--- config.mk ---
export PLATFORM = sky130hd
export DESIGN_NAME = dbg_bus_scan_chain
export DESIGN_NICKNAME = d
export VERILOG_FILES = /design/src/rtl/dbs_pkg.sv /design/src/rtl/dbs_cell.sv /design/src/rtl/dbs_chain.sv /design/src/rtl/dbs_reason.sv /design/src/rtl/dbs_drive.sv /design/src/rtl/dbg_bus_scan_chain.sv
export SDC_FILE = /design/constraint.sdc
export NUM_CORES = 1
export LEC_CHECK = 0
export BUFFER_PORTS_ARGS = -buffer_cell sky130_fd_sc_hd__buf_4
export CAP_MARGIN = 20
export CORE_UTILIZATION = 44
export DETAILED_ROUTE_END_ITERATION = 10
export MAX_ROUTING_LAYER = met4
export PLACE_DENSITY_LB_ADDON = 0.15
export SLEW_MARGIN = 20
export SYNTH_ARGS = -nofsm -noshare
export SYNTH_HDL_FRONTEND = slang
export SYNTH_SLANG_ARGS = --single-unit
--- constraint.sdc ---
create_clock -name clk -period 4.58 [get_ports clk]
set_clock_uncertainty 0.05 [all_clocks]
set_input_delay 1.145 -clock clk [delete_from_list [all_inputs] [get_ports clk]]
set_output_delay 1.145 -clock clk [all_outputs]
set_load 0.05 [all_outputs]
--- src/rtl/dbs_pkg.sv ---
package dbs_pkg;

  typedef enum logic [1:0] {
    DBS_SYSTEM = 2'b00,
    DBS_INTEST = 2'b01,
    DBS_EXTEST = 2'b10,
    DBS_RSVD   = 2'b11
  } dbs_mode_e;

  function automatic logic dbs_is_test(input dbs_mode_e m);
    return (m == DBS_INTEST) || (m == DBS_EXTEST);
  endfunction

endpackage

--- src/rtl/dbs_cell.sv ---
module dbs_cell (
  input  logic clk,
  input  logic rst,
  input  logic cap_en,
  input  logic shift_en,
  input  logic cap_d,
  input  logic ser_in,
  output logic q
);

  always_ff @(posedge clk) begin
    if (rst) begin
      q <= 1'b0;
    end else if (cap_en) begin
      q <= cap_d;
    end else if (shift_en) begin
      q <= ser_in;
    end
  end

endmodule

--- src/rtl/dbs_chain.sv ---
module dbs_chain #(
  parameter int W = 33
) (
  input  logic         clk,
  input  logic         rst,
  input  logic         cap_en,
  input  logic         shift_en,
  input  logic [W-1:0] cap_vec,
  input  logic         tdi,
  output logic [W-1:0] vec,
  output logic         tdo
);

  localparam int TOP = W - 1;

  for (genvar g = 0; g < W; g++) begin : g_cell
    logic ser_src;
    if (g == TOP) begin : g_head
      assign ser_src = tdi;
    end else begin : g_link
      assign ser_src = vec[g+1];
    end
    dbs_cell u_cell (
      .clk      (clk),
      .rst      (rst),
      .cap_en   (cap_en),
      .shift_en (shift_en),
      .cap_d    (cap_vec[g]),
      .ser_in   (ser_src),
      .q        (vec[g])
    );
  end

  assign tdo = vec[0];


  shift_move_chk: assert property (@(posedge clk) disable iff (rst)
    (shift_en && !cap_en) |=> (tdo == $past(vec[1])) && (vec[TOP] == $past(tdi)));


  cap_win_chk: assert property (@(posedge clk) disable iff (rst)
    cap_en |=> (vec == $past(cap_vec)));

endmodule

--- src/rtl/dbs_reason.sv ---
module dbs_reason (
  input  logic clk,
  input  logic rst,
  input  logic dbg_entry,
  input  logic entry_wp,
  input  logic cap_fire,
  output logic pending,
  output logic reason
);

  always_ff @(posedge clk) begin
    if (rst) begin
      pending <= 1'b0;
      reason  <= 1'b0;
    end else if (dbg_entry) begin
      pending <= 1'b1;
      reason  <= entry_wp;
    end else if (cap_fire) begin
      pending <= 1'b0;
    end
  end


  reason_latch_chk: assert property (@(posedge clk) disable iff (rst)
    dbg_entry |=> pending && (reason == $past(entry_wp)));


  reason_consumed_chk: assert property (@(posedge clk) disable iff (rst)
    (cap_fire && !dbg_entry) |=> !pending);

endmodule

--- src/rtl/dbs_drive.sv ---
module dbs_drive import dbs_pkg::*; #(
  parameter int DW = 32
) (
  input  logic          clk,
  input  logic          rst,
  input  dbs_mode_e     mode,
  input  logic          update,
  input  logic          rti,
  input  logic [DW:0]   chain,
  input  logic [DW-1:0] sys_din,
  input  logic [DW-1:0] core_dout,
  input  logic          sys_brk,
  output logic [DW-1:0] core_din,
  output logic [DW-1:0] sys_dout,
  output logic          core_brk,
  output logic          core_step
);

  logic [DW-1:0] upd_q;
  logic          rti_seen;
  logic          upd_fire;

  assign upd_fire = update && (mode == DBS_EXTEST);

  always_ff @(posedge clk) begin
    if (rst) begin
      upd_q    <= '0;
      rti_seen <= 1'b0;
    end else begin
      rti_seen <= rti;
      if (upd_fire) begin
        upd_q <= chain[DW-1:0];
      end
    end
  end

  always_comb begin
    core_din = sys_din;
    sys_dout = core_dout;
    core_brk = sys_brk;
    unique case (mode)
      DBS_INTEST: begin
        core_din = chain[DW-1:0];
        core_brk = chain[DW];
      end
      DBS_EXTEST: begin
        sys_dout = upd_q;
      end
      default: ;
    endcase
  end

  assign core_step = rti && !rti_seen && (mode == DBS_INTEST);


  upd_hold_chk: assert property (@(posedge clk) disable iff (rst)
    !upd_fire |=> $stable(upd_q));


  step_single_chk: assert property (@(posedge clk) disable iff (rst)
    core_step |=> !core_step);

endmodule

--- src/rtl/dbg_bus_scan_chain.sv ---
module dbg_bus_scan_chain import dbs_pkg::*; #(
  parameter int DATA_W = 32
) (
  input  logic              clk,
  input  logic              rst,
  input  logic [1:0]        mode,
  input  logic              capture,
  input  logic              shift,
  input  logic              update,
  input  logic              rti,
  input  logic              scan_in,
  output logic              scan_out,
  input  logic [DATA_W-1:0] sys_din,
  output logic [DATA_W-1:0] core_din,
  input  logic [DATA_W-1:0] core_dout,
  output logic [DATA_W-1:0] sys_dout,
  input  logic              sys_brk,
  output logic              core_brk,
  input  logic              dbg_entry,
  input  logic              entry_wp,
  output logic              core_step
);

  localparam int CHAIN_W = DATA_W + 1;
  localparam int BRK_POS = DATA_W;

  dbs_mode_e          mode_e;
  logic               active;
  logic               cap_fire;
  logic               shift_fire;
  logic               pending;
  logic               reason;
  logic [CHAIN_W-1:0] cap_vec;
  logic [CHAIN_W-1:0] chain_q;

  assign mode_e     = dbs_mode_e'(mode);
  assign active     = dbs_is_test(mode_e);
  assign cap_fire   = capture && active;
  assign shift_fire = shift && active && !capture;

  always_comb begin
    cap_vec[DATA_W-1:0] = (mode_e == DBS_INTEST) ? core_dout : sys_din;
    cap_vec[BRK_POS]    = pending ? reason : sys_brk;
  end

  dbs_reason u_reason (
    .clk       (clk),
    .rst       (rst),
    .dbg_entry (dbg_entry),
    .entry_wp  (entry_wp),
    .cap_fire  (cap_fire),
    .pending   (pending),
    .reason    (reason)
  );

  dbs_chain #(.W(CHAIN_W)) u_chain (
    .clk      (clk),
    .rst      (rst),
    .cap_en   (cap_fire),
    .shift_en (shift_fire),
    .cap_vec  (cap_vec),
    .tdi      (scan_in),
    .vec      (chain_q),
    .tdo      (scan_out)
  );

  dbs_drive #(.DW(DATA_W)) u_drive (
    .clk       (clk),
    .rst       (rst),
    .mode      (mode_e),
    .update    (update),
    .rti       (rti),
    .chain     (chain_q),
    .sys_din   (sys_din),
    .core_dout (core_dout),
    .sys_brk   (sys_brk),
    .core_din  (core_din),
    .sys_dout  (sys_dout),
    .core_brk  (core_brk),
    .core_step (core_step)
  );


  sys_idle_chk: assert property (@(posedge clk) disable iff (rst)
    !active |=> $stable(chain_q));

endmodule

## Word-level counts from Yosys, hierarchy flattened

Cells that the tools add are included.

| storage, ports and cells | value |
|---|---|
| bits in registers | 68 |
| bits of input ports | 76 |
| output and inout port bits | 67 |
| word-level logic and storage cells | 123 |

| operators by class | value |
|---|---|
| eq/ne operators | 2 |
| muxes and demuxes | 73 |
| reductions and logical operators | 11 |

Operator list:

| kind | number |
|---|---|
| two-way mux 32 bit | 3 |
| two-way mux 1 bit | 70 |
| logical AND 1 bit | 6 |
| nonzero test 2 bit | 2 |
| == test 2 x 1 -> 1 bit (second input constant) | 1 |
| == test 2 bit (second input constant) | 1 |
| logical NOT 1 bit | 2 |
| logical OR 1 bit | 1 |

## Depth between registers and ports, before layout

Gate-level depths: netlist of run 1.

| logic depth | value |
|---|---|
| word-level depth | 6 |
| depth in mapped cells | 8 |

## Modules after synthesis

Synthesis of run 1 repeated with hierarchy kept, for this count alone.

| second synthesis, totals | value |
|---|---|
| cell total of the unflattened synthesis | 464 |
| area total of the unflattened synthesis | 5215.0 µm² |

Modules (own cells, without submodules):

| module | instances | cells an instance | area each (µm²) |
|---|---|---|---|
| dbs_drive | 1 | 218 | 2578.7 |
| dbs_cell | 33 | 5 | 52.6 |
| dbg_bus_scan_chain | 1 | 41 | 585.6 |
| dbs_chain | 1 | 33 | 247.7 |
| dbs_reason | 1 | 7 | 68.8 |

## Least setup slack after synthesis of run 1

Ideal clock, no wire load.

| timing | value |
|---|---|
| path type | input-to-output |
| from | in mode[1] |
| to | out core_din[0] |
| arrival | 2444 ps |
| slack | 941 ps |
| stages | 7 |
| buffers on the path | 3 |
| cells stage by stage | inv_1 > ha_1 > buf_2 > buf_2 > buf_2 > nand2_1 > nand2_1 |

| between the ends | value |
|---|---|
| word-level cells in the longest chain between the ends | 2 |

Ends and longest elaborated chain:

| item | RTL line | text |
|---|---|---|
| from (decl) | dbg_bus_scan_chain.sv:6 | `input logic [1:0] mode,` |
| == test 2 x 1 -> 1 bit | dbs_drive.sv:41 | `unique case (mode)` |
| two-way mux 32 bit | dbs_drive.sv:41 |  |
| to (decl) | dbg_bus_scan_chain.sv:14 | `output logic [DATA_W-1:0] core_din,` |

Every way passes these cells.

## Worst setup path after layout of run 1

| timing | value |
|---|---|
| from | in mode[1] |
| to | out core_din[14] |

The elaborated chain is that of the path after synthesis.

==> results of run 1 <==
-- final timing paths --
check | startpoint | slack, ns | depth (start not counted) | to
hold reg to reg | u_drive.upd_q[5]$_SDFFE_PP0P_ | 0.40 | 2 | u_drive.upd_q[5]$_SDFFE_PP0P_
setup reg to reg | u_chain.g_cell[6].u_cell.q$_SDFFE_PP0P_ | 3.56 | 2 | u_chain.g_cell[6].u_cell.q$_SDFFE_PP0P_
setup / recovery | mode[1] | 0.90 | 6 | core_din[14]
hold / removal | u_drive.upd_q[5]$_SDFFE_PP0P_ | 0.40 | 2 | u_drive.upd_q[5]$_SDFFE_PP0P_
-- power breakdown --
group / internal (mW) / switching (mW)
sequential: 0.618 / 0.0268
combinational: 0.166 / 0.278
clock: 0.266 / 0.218
-- cells in the mapped netlist --
cell type  count  share of area (%)
o21ba_2        1               0.27
a221o_1        8                2.2
buf_2         18                2.4
nand2_1      148                 15
a311oi_1       7                1.7
and2_1         1               0.17
nor3b_1        1               0.20
buf_4          2               0.41
mux2i_1        3               0.81
a21oi_1       38                5.1
o32ai_1        1               0.24
nand2b_1      24                4.1
buf_1          2               0.20
nor2_1         5               0.51
a21o_1         7                1.4
a221o_2       16                4.9
ha_1           2               0.68
clkbuf_8       2               0.74
and3b_1        1               0.24
mux2_2        35                 11
buf_8          2               0.81
buf_6          1               0.30
and4b_1        1               0.27
inv_1          2               0.20
a21oi_2       18                4.3
nor3_4         1               0.44
nor3_1         1               0.13
or2b_2         1               0.24
a211o_1        1               0.24
a211oi_1       8                1.6
dfxtp_1       68                 37
clkbuf_1      10                1.0
nor2b_1       10                1.7
or3b_1         1               0.24
-- cells by family (layout without fill, tap and decap cells) --
family | count (synthesis) | after routing | synth area share, %
muxes | 38 | 38 | 11.4
and+or+nand+nor | 195 | 195 | 23.2
DFF | 68 | 68 | 36.7
AOI/OAI and AO/OA | 105 | 105 | 21.9
buffers and inverters | 39 | 167 | 6.11
adders and majority gates | 2 | 2 | 0.675
-- metal layers --
metal	track usage [%]	wire, um	share of wire [%]
met5	-	0	0
met4	6.15	89	0.90
met3	2.75	557	5.6
met2	40.5	4840	49
met1	28.7	4420	45
-- critical path, delay by kind of cell --
family	cells	cell delay, ns
buffers and inverters	4	0.67
multiplexers	1	0.37
adder cells (fa/ha/maj)	1	0.29
-- state kept, by name, summed over array words and instances (netlist names) --
name and count:
u_reason.pending 1, u_chain.g_cell.u_cell.q 33, u_reason.reason 1, u_drive.upd_q 32, u_drive.rti_seen 1
-- final cells by class --
cell class              instances  area [um^2]
clock buffers                  12          145
clock inverters                 4         48.8
fillers                       765         3230
inverters                       2         7.51
multi-input cells             340         2120
flip-flops and latches         68         1360
well taps                     105          131
repair buffers                149         1130
-- layout by cell type (no fill, tap or decap), drive strengths merged, types with 2 or more instances in the layout --
cell type / instances
a211oi: 8
a21o: 7
a21oi: 56
a221o: 24
a311oi: 7
buf: 149
clkbuf: 12
clkinv: 3
dfxtp: 68
ha: 2
inv: 2
mux2: 35
mux2i: 3
nand2: 148
nand2b: 24
nor2: 5
nor2b: 10
nor3: 2
-- metrics by stage --
step	hold WS, ns	util (%)	area (um^2)
6_report	0.405	60.5	4950
4_1_cts	0.407	60.5	4950
3_3_place_gp	0.391	58.2	4760
3_5_place_dp	0.398	58.2	4760
5_1_grt	0.424	60.5	4950
2_1_floorplan	0.383	-	3700
==> flow_summary.toml, run 1 <==
[status]
status = "finished clean"

[setup_path]
crit_top_cell = "buf_4"
cp_max_fo = 28
crit_type = "in -> out"
max_stage_delay_ns = 0.37
endpoint_kind = "primary output"
cp-start-kind = "input port"
cpMaxStageDelayCell = "mux2_2"
worstPathCellList = "buf_4, inv_1, ha_2, buf_4, mux2_2, buf_4"
crit_arrival_ns = 2.49
critPathRequiredTime_ns = 3.38

[placement]
dpl.hpwl_mm = 6.78
portBuffers = 142
pre_cts_slack_ns = 0.898
place_congestion = 0.803
placed_cells = 664

[timing]
maxSlewViolCount = 0
timing.final.ws_setup_ns = 0.899
max_freq_mhz = 272
hold_viol = 0
finalSetupViolCount = 0
period_minus_slack_ns = 3.68
relSlewSlack_pct = 27.3
rsz0062_at_grt = "no"
worst_pin_slew_ns = 1.09
fin_crit_sh_pct = 80.4
fin_setup_tns_ns = 0

[floorplan]
dieArea_mm2 = 0.00879
ioPinCount = 143
rows = 33
start_util_pct = 45.3
die_w_um = 93.8
fp.dieH_um = 93.8
core_mm2 = 0.00818

[drt]
wirelength_mm = 9.91
drtAntennaViolNets = 0
vias_per_cell = 5.28
wl_per_cell_um = 14.6
drt_iter0_drc = 119
remaining_drc_errors = 0
via_count = 3592
drt_pass1_iterations = 5

[yosys]
ys_seq_elements = 68
synth.cell_area_mm2 = 0.00370
yosysSeqAreaShare_pct = 36.7
synth_cell_types = 34
synthCells = 447
syn-num-nets = 525
ys_warn_count = 0
synth_area_per_cell_um2 = 8.29

[clock_tree]
clk_pin_slew_ns = 0.07
cts.sinks = 68
cts-hold-fix-buffers = 0
cts_made_buffers = 9
cts_resized = 0
h-tree-depth = 3
cts-root-buf = "clkbuf_8"
clk_latency_ns = 0.33
post-cts-setup-buffers = 0
cts_buffer_depth = 2
cts_tree = "built"

[global_routing]
grt_max_degree = 49
antenna_found_initial = 0
grt_pass1_wl_mm = 15.7
grt_pass1_vias = 3409
grt_overflow = 0
grtUsageTotal_pct = 23.4

[layout]
nets = 648
diodes = 0
drive_gt1_share_pct = 41.4
final_cells = 680
area_growth_syn_to_layout_pct = 33.6

[power]
power.total_mw = 1.57
power_density_mw_per_mm2 = 318
ir_worst_vdd_v = 0.000197
p_leak_nw = 2.13

[flow_run]
drv_cap = 0

[min_path]
min_path_type = "reg -> reg"
Power figures use the tool's default switching activity.
==> inputs of run 2 (changes only) <==
--- a/config.mk
+++ b/config.mk
@@ -5,6 +5,7 @@
 export SDC_FILE = /design/constraint.sdc
 export NUM_CORES = 1
 export LEC_CHECK = 0
+export ABC_AREA = 1
 export BUFFER_PORTS_ARGS = -buffer_cell sky130_fd_sc_hd__buf_4
 export CAP_MARGIN = 20
 export CORE_UTILIZATION = 44
==> constraint.sdc (replaced) <==
create_clock -name clk -period 3.8 [get_ports clk]
set_clock_uncertainty 0.05 [all_clocks]
set_input_delay 0.95 -clock clk [delete_from_list [all_inputs] [get_ports clk]]
set_output_delay 0.95 -clock clk [all_outputs]
set_load 0.05 [all_outputs]
==> run 2 against run 1 <==
Compared with the run above: the run now ends with design-rule violations left; clock power increased by 9.5%; critical path depth rose by 1; synthesized cell count increased by 40%; critical path type unchanged.
==> flow_summary.toml, run 2 <==
[layout]
final_cells = 858
diodes = 0
layout_commonest_cell = "nand2_1"
largest_reg_flops = 33
final_util_pct = 60.0
mostFrequentLayoutCells = "218 x nand2_1, 152 x buf_4, 68 x dfxtp_1, 65 x nand3_1, 61 x nor2_1"
drive_gt1_share_pct = 28.9
top_regs = "u_chain.g_cell.u_cell.q: 33 flops, u_drive.upd_q: 32 flops"
area_growth_syn_to_layout_pct = 30.9
regMostFlops = "u_chain.g_cell.u_cell.q"
nets = 824

[placement]
dpl.hpwl_mm = 7.86
portBuffers = 142
pre_cts_slack_ns = 0.632
place_congestion = 0.913
placed_cells = 842

[min_path]
hold_depth = 2
min_path_type = "reg -> reg"

[floorplan]
fp.dieH_um = 97.8
start_util_pct = 45.9
dieArea_mm2 = 0.00957
core_mm2 = 0.00881
ioPinCount = 143
die_w_um = 97.8
rows = 34

[power]
cell_internal_pwr_mw = 1.24
power_frac_comb_pct = 32.1
seqPwrFrac_pct = 40.5
switching_share_pct = 36.2
power_density_mw_per_mm2 = 366
p_sw_mw = 0.701
p_leak_nw = 2.80
clock_power_share_pct = 27.3
ir_worst_vdd_v = 0.000208

[timing]
finalSetupViolCount = 0
max_freq_mhz = 316
worst_pin_slew_ns = 0.965
fin_crit_sh_pct = 83.2
rsz0062_at_grt = "no"
relSlewSlack_pct = 35.6
fin_setup_tns_ns = 0
period_minus_slack_ns = 3.16
hold_viol = 0
maxSlewViolCount = 0
timing.final.ws_setup_ns = 0.638

[setup_path]
cpMaxStageDelayCell = "inv_2"
crit_top_cell = "buf_4"
max_stage_delay_ns = 0.28
endpoint_kind = "primary output"
crit_arrival_ns = 2.16
crit_family = "buffers and inverters"
reg2regPathDepth = 7
worstPathCellList = "buf_4, ha_2, inv_2, buf_12, nand2_1, o21ai_0, buf_4"
cp_num_cells = 7
cp-start-kind = "input port"
critPathRequiredTime_ns = 2.80
cp_max_fo = 21
path_buf_inv = 4
crit_type = "in -> out"

[drt]
wl_per_cell_um = 13.6
remaining_drc_errors = 16
drtAntennaViolNets = 0
drt_pass1_iterations = 8
wirelength_mm = 11.7
drt_iter0_drc = 231
vias_per_cell = 5.22
via_count = 4480

[yosys]
synth.cell_area_mm2 = 0.00404
synthMostInstantiatedCell = "nand2_1"
ys_seq_elements = 68
syn-num-nets = 706
yosys.area.top_type = "dfxtp_1"
async_flop_share_pct = 0
ys.flop_type = "dfxtp_1"
synth_area_per_cell_um2 = 6.43
yosysSeqAreaShare_pct = 33.7
synth_area_leaders = "dfxtp_1 34%, nand2_1 20%, mux2_2 8.9%"
synthCells = 628
synth_cell_types = 21
netlist_top_cells_count = "218 x nand2_1, 68 x dfxtp_1, 65 x nand3_1"
ys_warn_count = 0
synth_edf_count = 0
yosys.area.top_type_share_pct = 33.7

[global_routing]
grt_pass1_wl_mm = 19.0
grt_pass1_vias = 4153
antenna_found_initial = 0
grt_max_degree = 63
grtUsageTotal_pct = 24.7
grt_overflow = 0

[flow_run]
drv_cap = 0

[clock_tree]
post-cts-setup-buffers = 0
clk_pin_slew_ns = 0.07
cts-hold-fix-buffers = 0
cts_buffer_depth = 2
h-tree-depth = 3
cts_resized = 0
cts_made_buffers = 9
clk_latency_ns = 0.33
cts-root-buf = "clkbuf_8"
cts.sinks = 68
cts_tree = "built"

[status]
status = "finished, violations left"
violations = "design-rule violations"
## run 2: cell count changes in the layout (fill, tap and decap cells not counted), sizes merged, moves of 24 or more
cell    before  now
nand2      148  230
nand3        0   65
nor2         5   61
a21oi       56    5
inv          2   47
o21ai        0   37
nand4        0   32
a221o       24    0
nand2b      24    0
## run 2: cell families after synthesis
family | Yosys count | synth area share [%]
DFF | 68 | 33.7
buffers and inverters | 95 | 10.7
muxes | 32 | 8.92
and+or+nand+nor | 389 | 40.9
AOI/OAI and AO/OA | 42 | 5.20
adders and majority gates | 2 | 0.619
## run 2: power groups by stage
stage / sequential (mW) / combinational [mW] / clock, mW
after floorplan: 0.792 / 0.429 / 0
after global placement: 0.800 / 0.612 / 0
after detailed placement: 0.800 / 0.620 / 0
after CTS: 0.784 / 0.623 / 0.534
after global routing: 0.790 / 0.670 / 0.570
final: 0.785 / 0.623 / 0.530
## run 2: final timing paths
| check | endpoint | slack (ns) | from |
|---|---|---|---|
| min reg2reg | u_drive.upd_q[12]$_SDFFE_PP0P_ | 0.43 | u_drive.upd_q[12]$_SDFFE_PP0P_ |
| max | core_din[28] | 0.64 | mode[0] |
| min | u_drive.upd_q[12]$_SDFFE_PP0P_ | 0.43 | u_drive.upd_q[12]$_SDFFE_PP0P_ |
| max reg2reg | u_chain.g_cell[32].u_cell.q$_SDFFE_PP0P_ | 2.93 | u_reason.pending$_SDFFE_PP0P_ |
## run 2: worst min-delay path, stage by stage (launching register included)
cell and delay (ns):
dfxtp_1 0.33, nor2_1 0.04, nor2_1 0.08
## run 2: through the flow
stage | cell area (um^2) | power, mW | hold WS, ns
final | 5290 | 1.94 | 0.434
after global routing | 5290 | 2.03 | 0.461
after CTS | 5260 | 1.94 | 0.439
after detailed placement | 5090 | 1.42 | 0.421
after global placement | 5090 | 1.41 | 0.409
after floorplan | 4040 | 1.22 | 0.397
## run 2: final cells by class
| type | instances | area [um^2] |
|---|---|---|
| Clock buffer | 13 | 159 |
| Clock inverter | 2 | 10.0 |
| Fill cell | 829 | 3520 |
| Inverter | 48 | 180 |
| Multi-Input combinational cell | 465 | 2250 |
| Sequential cell | 68 | 1360 |
| Tap cell | 108 | 135 |
| Timing Repair Buffer | 154 | 1190 |
## run 2: metal layers
layer | GRT usage [%] | up-vias | wire length (um)
li1 | - | 2245 | -
met1 | 30.0 | 2059 | 5180
met3 | 3.08 | 13 | 590
met5 | - | - | 0
met4 | 7.58 | 0 | 131
met2 | 42.6 | 163 | 5780
